===== src/rtl/csdrf_pkg.sv =====
package csdrf_pkg;
   localparam int MAX_DIG = 4;
   localparam int DIG_W   = 8;

   // Value of one digit slot, in units of the input sample.
   function automatic int digit_value(input logic [DIG_W-1:0] d, input int share_shift);
      int mag;
      mag = d[5] ? (1 + (1 << share_shift)) : 1;
      mag = mag << d[4:0];
      case (d[7:6])
         2'b01:   return mag;
         2'b11:   return -mag;
         default: return 0;
      endcase
   endfunction

   function automatic int coef_value(input logic [MAX_DIG*DIG_W-1:0] w, input int share_shift);
      int acc;
      acc = 0;
      for (int j = 0; j < MAX_DIG; j++) acc += digit_value(w[j*DIG_W +: DIG_W], share_shift);
      return acc;
   endfunction

   function automatic bit slot_legal(input logic [MAX_DIG*DIG_W-1:0] w);
      bit ok;
      ok = 1'b1;
      for (int j = 0; j < MAX_DIG; j++) if (w[j*DIG_W+6 +: 2] == 2'b10) ok = 1'b0;
      return ok;
   endfunction
endpackage


===== src/rtl/csdrf_tap_product.sv =====
module csdrf_tap_product #(
   parameter int NDIG        = 4,
   parameter int ACC_W       = 30,
   parameter logic [NDIG*8-1:0] DIGITS = '0
) (
   input  logic signed [ACC_W-1:0] x,
   input  logic signed [ACC_W-1:0] pat,
   output logic signed [ACC_W-1:0] prod
);
   logic signed [ACC_W-1:0] term [NDIG];

   for (genvar j = 0; j < NDIG; j++) begin : g_dig
      localparam logic [1:0] SG   = DIGITS[j*8+6 +: 2];
      localparam bit         KIND = DIGITS[j*8+5];
      localparam int         SH   = int'(DIGITS[j*8 +: 5]);
      if (SG == 2'b01) begin : g_add
         if (KIND) begin : g_p
            assign term[j] = pat <<< SH;
         end else begin : g_x
            assign term[j] = x <<< SH;
         end
      end else if (SG == 2'b11) begin : g_sub
         if (KIND) begin : g_p
            assign term[j] = -(pat <<< SH);
         end else begin : g_x
            assign term[j] = -(x <<< SH);
         end
      end else begin : g_none
         assign term[j] = '0;
      end
   end

   always_comb begin
      prod = '0;
      for (int j = 0; j < NDIG; j++) prod = prod + term[j];
   end
endmodule


===== src/rtl/csdrf_tchain.sv =====
module csdrf_tchain #(
   parameter int NTAPS = 17,
   parameter int ACC_W = 30
) (
   input  logic                         clk,
   input  logic                         rst_n,
   input  logic                         en,
   input  logic [NTAPS-1:0][ACC_W-1:0]  prod,
   output logic signed [ACC_W-1:0]      y
);
   logic [NTAPS-2:0][ACC_W-1:0] z;

   for (genvar k = 0; k < NTAPS-1; k++) begin : g_stage
      logic signed [ACC_W-1:0] nxt;
      if (k == NTAPS-2) begin : g_last
         assign nxt = $signed(prod[k+1]);
      end else begin : g_mid
         assign nxt = $signed(prod[k+1]) + $signed(z[k+1]);
      end
      always_ff @(posedge clk) begin
         if (!rst_n)  z[k] <= '0;
         else if (en) z[k] <= nxt;
      end
   end

   assign y = $signed(prod[0]) + $signed(z[0]);

   AST_CHAIN_HOLD: assert property (@(posedge clk) disable iff (!rst_n)
      !en |=> $stable(z));
endmodule


===== src/rtl/csdrf_row_filter.sv =====
module csdrf_row_filter #(
   parameter int NTAPS       = 17,
   parameter int NDIG        = 4,
   parameter int IN_W        = 8,
   parameter int COEF_W      = 16,
   parameter int SHARE_SHIFT = 2,
   parameter bit SYMMETRIC   = 1'b1,
   parameter logic [NTAPS*NDIG*8-1:0] COEF_DIGITS = {
      32'h000000C1, 32'h0000C042, 32'h00000061, 32'h000000E2, 32'h00C0C245,
      32'h00004046, 32'h0000E165, 32'h0000E266, 32'h00006466, 32'h0000E266,
      32'h0000E165, 32'h00004046, 32'h00C0C245, 32'h000000E2, 32'h00000061,
      32'h0000C042, 32'h000000C1},
   localparam int ACC_W = COEF_W + IN_W + $clog2(NTAPS) + 1
) (
   input  logic             clk,
   input  logic             rst_n,
   input  logic             in_valid,
   input  logic [IN_W-1:0]  in_data,
   output logic             out_valid,
   output logic [ACC_W-1:0] out_data
);
   import csdrf_pkg::*;

   localparam int TAP_W = NDIG * 8;
   localparam int CMAX  = (1 << (COEF_W-1)) - 1;

   initial begin : cfg_check
      AST_CFG_DIGITS: assert (NDIG >= 1 && NDIG <= MAX_DIG) else $error("NDIG out of range");
      AST_CFG_TAPS:   assert (NTAPS >= 2) else $error("NTAPS too small");
      AST_CFG_WIDTH:  assert (IN_W >= 1 && ACC_W <= 32) else $error("width out of range");
   end

   logic signed [ACC_W-1:0]     x_ext;
   logic signed [ACC_W-1:0]     pat;
   logic [NTAPS-1:0][ACC_W-1:0] prod;
   logic signed [ACC_W-1:0]     y;

   assign x_ext = $signed({{(ACC_W-IN_W){1'b0}}, in_data});
   assign pat   = x_ext + (x_ext <<< SHARE_SHIFT);

   for (genvar k = 0; k < NTAPS; k++) begin : g_tap
      localparam int MIR = NTAPS - 1 - k;
      localparam logic [TAP_W-1:0] TD = COEF_DIGITS[k*TAP_W +: TAP_W];
      localparam logic [TAP_W-1:0] MD = COEF_DIGITS[MIR*TAP_W +: TAP_W];
      localparam int CV = coef_value({{(MAX_DIG*8-TAP_W){1'b0}}, TD}, SHARE_SHIFT);

      initial begin : tap_check
         AST_CFG_SLOT:  assert (slot_legal({{(MAX_DIG*8-TAP_W){1'b0}}, TD})) else $error("bad sign code");
         AST_CFG_RANGE: assert (CV <= CMAX && CV >= -CMAX-1) else $error("coefficient exceeds word");
         if (SYMMETRIC) begin
            AST_CFG_MIRROR: assert (TD == MD) else $error("coefficients not mirrored");
         end
      end

      if (!SYMMETRIC || k <= MIR) begin : g_own
         logic signed [ACC_W-1:0] p;
         csdrf_tap_product #(.NDIG(NDIG), .ACC_W(ACC_W), .DIGITS(TD)) u_prod (
            .x(x_ext), .pat(pat), .prod(p));
         assign prod[k] = p;
      end else begin : g_shared
         assign prod[k] = prod[MIR];
      end

      AST_TAP_PRODUCT: assert property (@(posedge clk) disable iff (!rst_n)
         in_valid |-> $signed(prod[k]) == x_ext * CV);
   end

   csdrf_tchain #(.NTAPS(NTAPS), .ACC_W(ACC_W)) u_chain (
      .clk(clk), .rst_n(rst_n), .en(in_valid), .prod(prod), .y(y));

   always_ff @(posedge clk) begin
      if (!rst_n) begin
         out_valid <= 1'b0;
         out_data  <= '0;
      end else begin
         out_valid <= in_valid;
         if (in_valid) out_data <= y;
      end
   end

   AST_VALID_RISE: assert property (@(posedge clk) disable iff (!rst_n)
      in_valid |=> out_valid);
   AST_VALID_IDLE: assert property (@(posedge clk) disable iff (!rst_n)
      !in_valid |=> !out_valid);
   AST_OUT_HOLD:   assert property (@(posedge clk) disable iff (!rst_n)
      !in_valid |=> $stable(out_data));
endmodule


===== config.mk =====
export PLATFORM = sky130hd
export DESIGN_NAME = csdrf_row_filter
export DESIGN_NICKNAME = d
export VERILOG_FILES = /design/src/rtl/csdrf_pkg.sv /design/src/rtl/csdrf_tap_product.sv /design/src/rtl/csdrf_tchain.sv /design/src/rtl/csdrf_row_filter.sv
export SDC_FILE = /design/constraint.sdc
export NUM_CORES = 2
export LEC_CHECK = 0
export BUFFER_PORTS_ARGS = -buffer_cell sky130_fd_sc_hd__buf_2
export CORE_MARGIN = 4
export CORE_UTILIZATION = 45
export DETAILED_ROUTE_END_ITERATION = 8
export PLACE_DENSITY = 0.57
export SLEW_MARGIN = 20
export SYNTH_ARGS = -nofsm -noshare
export SYNTH_HDL_FRONTEND = slang
export SYNTH_HIERARCHICAL = 1
export SYNTH_SLANG_ARGS = --single-unit
export TNS_END_PERCENT = 30

===== constraint.sdc =====
create_clock -name clk -period 10 [get_ports clk]
set_input_delay 0.5 -clock clk [delete_from_list [all_inputs] [get_ports clk]]
set_output_delay 0.5 -clock clk [all_outputs]
set_load 0.01 [all_outputs]

# After elaboration in Yosys (flattened, before gate mapping)
# Index checks and enable logic that the tools add are counted.
# word_totals
output_inout_bits,31
in_bits,11
reg_bits,511
# op_classes
n_addsub,29
# op_table
op,count
$add 30x30->30,12
$add 13x30->30,2
$add 16x30->30,2
$add 11x30->30,1
$add 14x30->30,1
$add 17x30->30,1
$add 18x30->30,1
$add 19x30->30,1
$neg 10->30,1
$neg 12->30,1
$neg 13->30,1
$neg 8->30,1
$neg 9->30,1
$add 17x15->18,1
$add 14x8->15,1
$add 8x10->11,1

# Depth between registers and ports, before layout
# depth
depth_word,4
ltp_mapped,27
mapped_depth_nobuf,26

# Hierarchy
# The synthesis kept the hierarchy.
# modules_own_cells
module,cells_per_inst,instances,seq_area_each_um2,area_each_um2
csdrf_tchain,4762,1,9609.2,38314.2
csdrf_tap_product at g_tap[4].g_own.u_prod,276,1,0.0,2178.3
csdrf_tap_product at g_tap[1].g_own.u_prod,242,1,0.0,1617.8
csdrf_tap_product at g_tap[6].g_own.u_prod,238,1,0.0,1594.0
csdrf_tap_product at g_tap[7].g_own.u_prod,226,1,0.0,1492.7
csdrf_row_filter,132,1,620.6,1421.4
csdrf_tap_product at g_tap[8].g_own.u_prod,173,1,0.0,1276.2
csdrf_tap_product at g_tap[5].g_own.u_prod,172,1,0.0,1272.5
csdrf_tap_product at g_tap[0].g_own.u_prod,82,1,0.0,628.1
csdrf_tap_product at g_tap[3].g_own.u_prod,83,1,0.0,615.6
csdrf_tap_product at g_tap[2].g_own.u_prod,31,1,0.0,229.0

# Worst setup path before layout
# No wires, ideal clock.
# synth_timing
kind,input to register
start,input in_data[0]
end,register u_chain/z[178] (netlist bit)
arrival_ns,5.788
setup_slack_ns,4.087
required_ns,9.875
stages,26
cell_sequence,ha_1 -> fa_1 -> a211oi_1 -> o21bai_1 -> a21oi_1 -> xnor2_1 -> inv_1 -> ha_1 -> clkbuf_1 -> o21ai_0 -> nor2_1 -> or2_2 -> a21oi_1 -> xnor2_1 -> ha_1 -> clkbuf_1 -> a21oi_1 -> o211ai_1 -> a221o_1 -> nor2_1 -> a21oi_1 -> o41ai_2 -> o21ai_1 -> a221oi_1 -> xor2_1 -> o21ai_1
# synth_between
elab_chain_cells,4
# synth_lines
item,line_no,rtl
start: declaration,csdrf_row_filter.sv:18,"input logic [IN_W-1:0] in_data,"
$add 8x10->11,csdrf_row_filter.sv:39,assign pat = x_ext + (x_ext <<< SHARE_SHIFT);
net pat[8],csdrf_row_filter.sv:34,logic signed [ACC_W-1:0] pat;
$neg 12->30,csdrf_tap_product.sv:24,assign term[j] = -(pat <<< SH);
$add 17x30->30,csdrf_tap_product.sv:35,for (int j = 0; j < NDIG; j++) prod = prod + term[j];
net g_tap[6].g_own.p[11],csdrf_row_filter.sv:56,logic signed [ACC_W-1:0] p;
$add 30x30->30,csdrf_tchain.sv:18,assign nxt = $signed(prod[k+1]) + $signed(z[k+1]);
end signal: indexed assignment,csdrf_tchain.sv:22,else if (en) z[k] <= nxt;
end: declaration,csdrf_tchain.sv:11,logic [NTAPS-2:0][ACC_W-1:0] z;
# The timed path passes the listed nets, and every way through them passes these cells.
# A chain may end at the register's enable or synchronous reset.

# Final worst setup path
# layout_timing
start,input in_data[1]
end,register u_chain/z[178] (netlist bit)
# Same word-level chain as after synthesis.

==> parameters.txt <==
Parameter                              Value

Clock network
  Quantity of gates resized following cts ... 0
  Total setup buffers inserted after CTS ... 0
  CTS Buf Count ... 69
  Clock tree from TritonCTS ... done
  Number of buffers inserted by hold repair at cts ... 0
  Clk pin slew, worst setup/hold paths ... 0.06 ns
  Clock root buffer master ... clkbuf_16
  Clock latency reported for the late side of the worst-skew pair ... 0.65 ns
  Number of sinks on the clock net ... 511
  Max clock buf depth ... 3
  H-tree level count ... 3

Placed design
  DP HPWL ... 123 mm
  Placed standard-cell area ... 53,100 µm²
  Worst setup slack after placement ... 3.21 ns
  Port-buffer cells ... 41
  GP Congestion ... 0.949

Synth
  Register bit count reported by yosys ... 511
  Number of flops mapped to enable cells by yosys ... 0
  Post-Synthesis Mean Instance Area ... 7.89 µm²
  Synthesis warning total ... 6
  Sequential cell area fraction in the yosys report ... 0.202
  Netlist Area Pre-Place ... 50,600 µm²
  Post-synthesis async set-or-reset flop share ... 0
  Most frequently used flop master after synthesis ... dfxtp_1
  Unique masters post-synth ... 118
  Mapped Cells ... 6,417

Die
  Die height ... 343 µm
  Full die area ... 118,000 µm²
  Core Region ... 111,000 µm²
  Initial Utilization ... 0.456
  Number of I/O pins ... 42
  Number of rows in the core area ... 122
  Overall die width ... 343 µm

Critical path
  Crit. End Element ... flop
  Worst Reg2Reg Path Length in Cells ... 13
  Data required time at the worst endpoint ... 10.48 ns
  Reg2reg setup slack ... 6.04 ns
  End of the worst register-to-register path ... u_chain/z[116]
  Maximum net fanout on the critical path ... 32
  CP Class ... in2reg
  Startpoint class of the critical path ... primary input
  Launch instance of the worst register-to-register path ... u_chain/z[120]
  Data arrival at the endpoint of the critical path ... 6.66 ns

STA
  Final setup margin ... 3.82 ns
  Pins Over Slew Limit ... 0
  Worst slew slack as a fraction of its limit ... 0.280
  Peak Freq ... 162 MHz
  Final setup violation count ... 0
  Worst-Margin Slew ... 1.08 ns
  Unrepaired setup endpoints after global routing ... false
  Final hold vios ... 0
  Sum Neg Setup Slack ... 0 ns
  Post-route fraction of the period consumed by the critical path ... 0.618
  Final hold slack ... 0.314 ns
  Post-route clock skew ... 0.0303 ns
  Final critical-path required period ... 6.18 ns

Final layout
  Area of combinational cells with multiple inputs ... 39,400 µm²
  Most frequent cells in the layout ... 626 x ha_1, 608 x nor2_1, 586 x a21oi_1, 511 x dfxtp_1, 483 x nand2_1
  Number of nets at the end of the flow ... 7,320
  N_diodes ... 0
  Synth-to-layout area growth ... 9.67%
  Total area of sequential cells ... 10,200 µm²
  Share of final-layout standard cells stronger than drive strength 1 ... 0.0483
  Commonest non-fill, non-tap cell in the layout ... ha_1
  Final non-filler cell area ... 55,500 µm²
  Count of fill cells added during filler insertion ... 11,200

GRT
  Initial antenna violation count ... 1
  Total gr overflow ... 0
  Most utilized layer in the global route result ... met2
  Global-route usage over all layers ... 0.259
  Met2 track demand over resource in global routing ... 0.431
  Pin count of the biggest net entering global routing ... 126
  Met3 global-route usage ... 0.0264
  Via count of the first global-routing pass ... 43,200
  Met1 Track Usage GR ... 0.350
  First-pass GRT wire length ... 244 mm

Drt
  Detail-routed via count per cell ... 5.65
  Total vias in the final route ... 46,200
  ANT nets after route ... 0
  Final wirelength ... 158 mm
  Starting DRC count in detailed routing ... 3,139
  DRC errors left ... 0
  Detailed Routing Iterations Pass 1 ... 6
  Detailed-route wire length per cell ... 19.3 µm

Hold path
  Min-Delay Path Depth ... 2
  HP Start ... rst_n
  Worst hold path class ... in2reg
  WHS Endpoint ... out_data[11]

Run status
  Status ... complete, no violations

Pwr
  Power per unit of standard cell area ... 268 nW/µm²
  Leak ... 26.3 nW
  Maximum vdd drop ... 0.231 mV

Job
  # Max-Cap Violations ... 0
## worst max-delay path: stages
cell      delay [ns]
buf_2           0.08
buf_4           0.46
ha_1            0.29
a211oi_2        0.05
o21bai_1        0.16
a21oi_1         0.10
xnor2_1         0.66
buf_4           0.30
inv_1           0.06
ha_1            0.38
a211oi_1        0.32
nor2_1          0.10
or2_2           0.30
a21oi_1         0.18
xnor2_1         0.20
ha_1            0.38
a21oi_1         0.21
o211ai_1        0.14
a221o_1         0.32
nor2_1          0.10
a21oi_1         0.12
o41ai_2         0.39
o21ai_1         0.21
a221oi_1        0.35
xor2_1          0.20
o21ai_1         0.08
## layout make-up
type | instances | area share
inverter | 298 | 0.0204
tap | 1488 | 0.0335
timing repair buffer | 71 | 0.00827
clock buffer | 95 | 0.0361
clock inverter | 30 | 0.00818
sequential | 511 | 0.184
multi-input combinational | 5689 | 0.709
## report_power, final
part | switching (mW) | total (mW) | leakage, nW | internal, mW
Sequential | 0.632 | 3.26 | 4.22 | 2.63
Combinational | 5.24 | 8.92 | 20.9 | 3.68
Clock | 1.04 | 2.71 | 1.20 | 1.67
## synth_stat cells (79+ instances only)
master    instances  area share
a21o_1          319       0.047
a21oi_1         586       0.058
clkbuf_1        174       0.013
dfxtp_1         511        0.20
ha_1            626        0.15
inv_1           298       0.022
mux2i_1         215       0.042
nand2_1         484       0.036
nand3_1         128       0.013
nand4_1          79      0.0098
nor2_1          610       0.045
nor2b_1         106       0.013
nor3_1          130       0.013
o21ai_0         374       0.037
o21bai_1         82       0.012
xnor2_1         357       0.062
xor2_1          211       0.036
## metrics by stage
step / power (mW) / std cells / utilization
after floorplan: 9.80 / 6764 / -
after global placement: 11.9 / 8057 / 0.478
after detailed placement: 11.9 / 8057 / 0.478
after CTS: 14.7 / 8182 / 0.500
after global routing: 16.0 / 8182 / 0.500
final: 14.9 / 8182 / 0.500
## metal layers
metal	part of all wire	wire, µm
met5	0	0
met1	0.47	73400
met2	0.46	72000
met4	0.040	6240
met3	0.038	5940
## worst max path at each step
stage | from | end | slack [ns] | depth (start not counted)
6_report | in_data[1] | u_chain/z[178] | 3.82 | 26
5_1_grt | in_data[3] | u_chain/z[178] | 3.33 | 25
4_1_cts | in_data[3] | u_chain/z[178] | 3.93 | 25
3_5_place_dp | in_data[1] | u_chain/z[207] | 3.21 | 26
3_3_place_gp | in_data[1] | u_chain/z[207] | 3.25 | 26
2_1_floorplan | in_data[0] | u_chain/z[178] | 4.09 | 26
## logic make-up (layout without fill, tap and decap cells)
group / after synthesis / count (layout) / share of synthesized area
AND/OR/NAND/NOR: 1865 / 1865 / 0.177
other: 7 / 354 / 0.000519
buffers and inverters: 564 / 494 / 0.0467
XOR/XNOR: 568 / 568 / 0.0982
AO/OA/AOI/OAI: 2017 / 2017 / 0.261
flip-flops: 511 / 511 / 0.202
multiplexers: 216 / 216 / 0.0427
adder cells (fa/ha/maj): 669 / 669 / 0.172
## flip-flops by register name (all words and copies together) (netlist names)
name and count:
out_data 30, u_chain/z 480, out_valid 1
No activity file was read; power rests on OpenSTA's default activity.
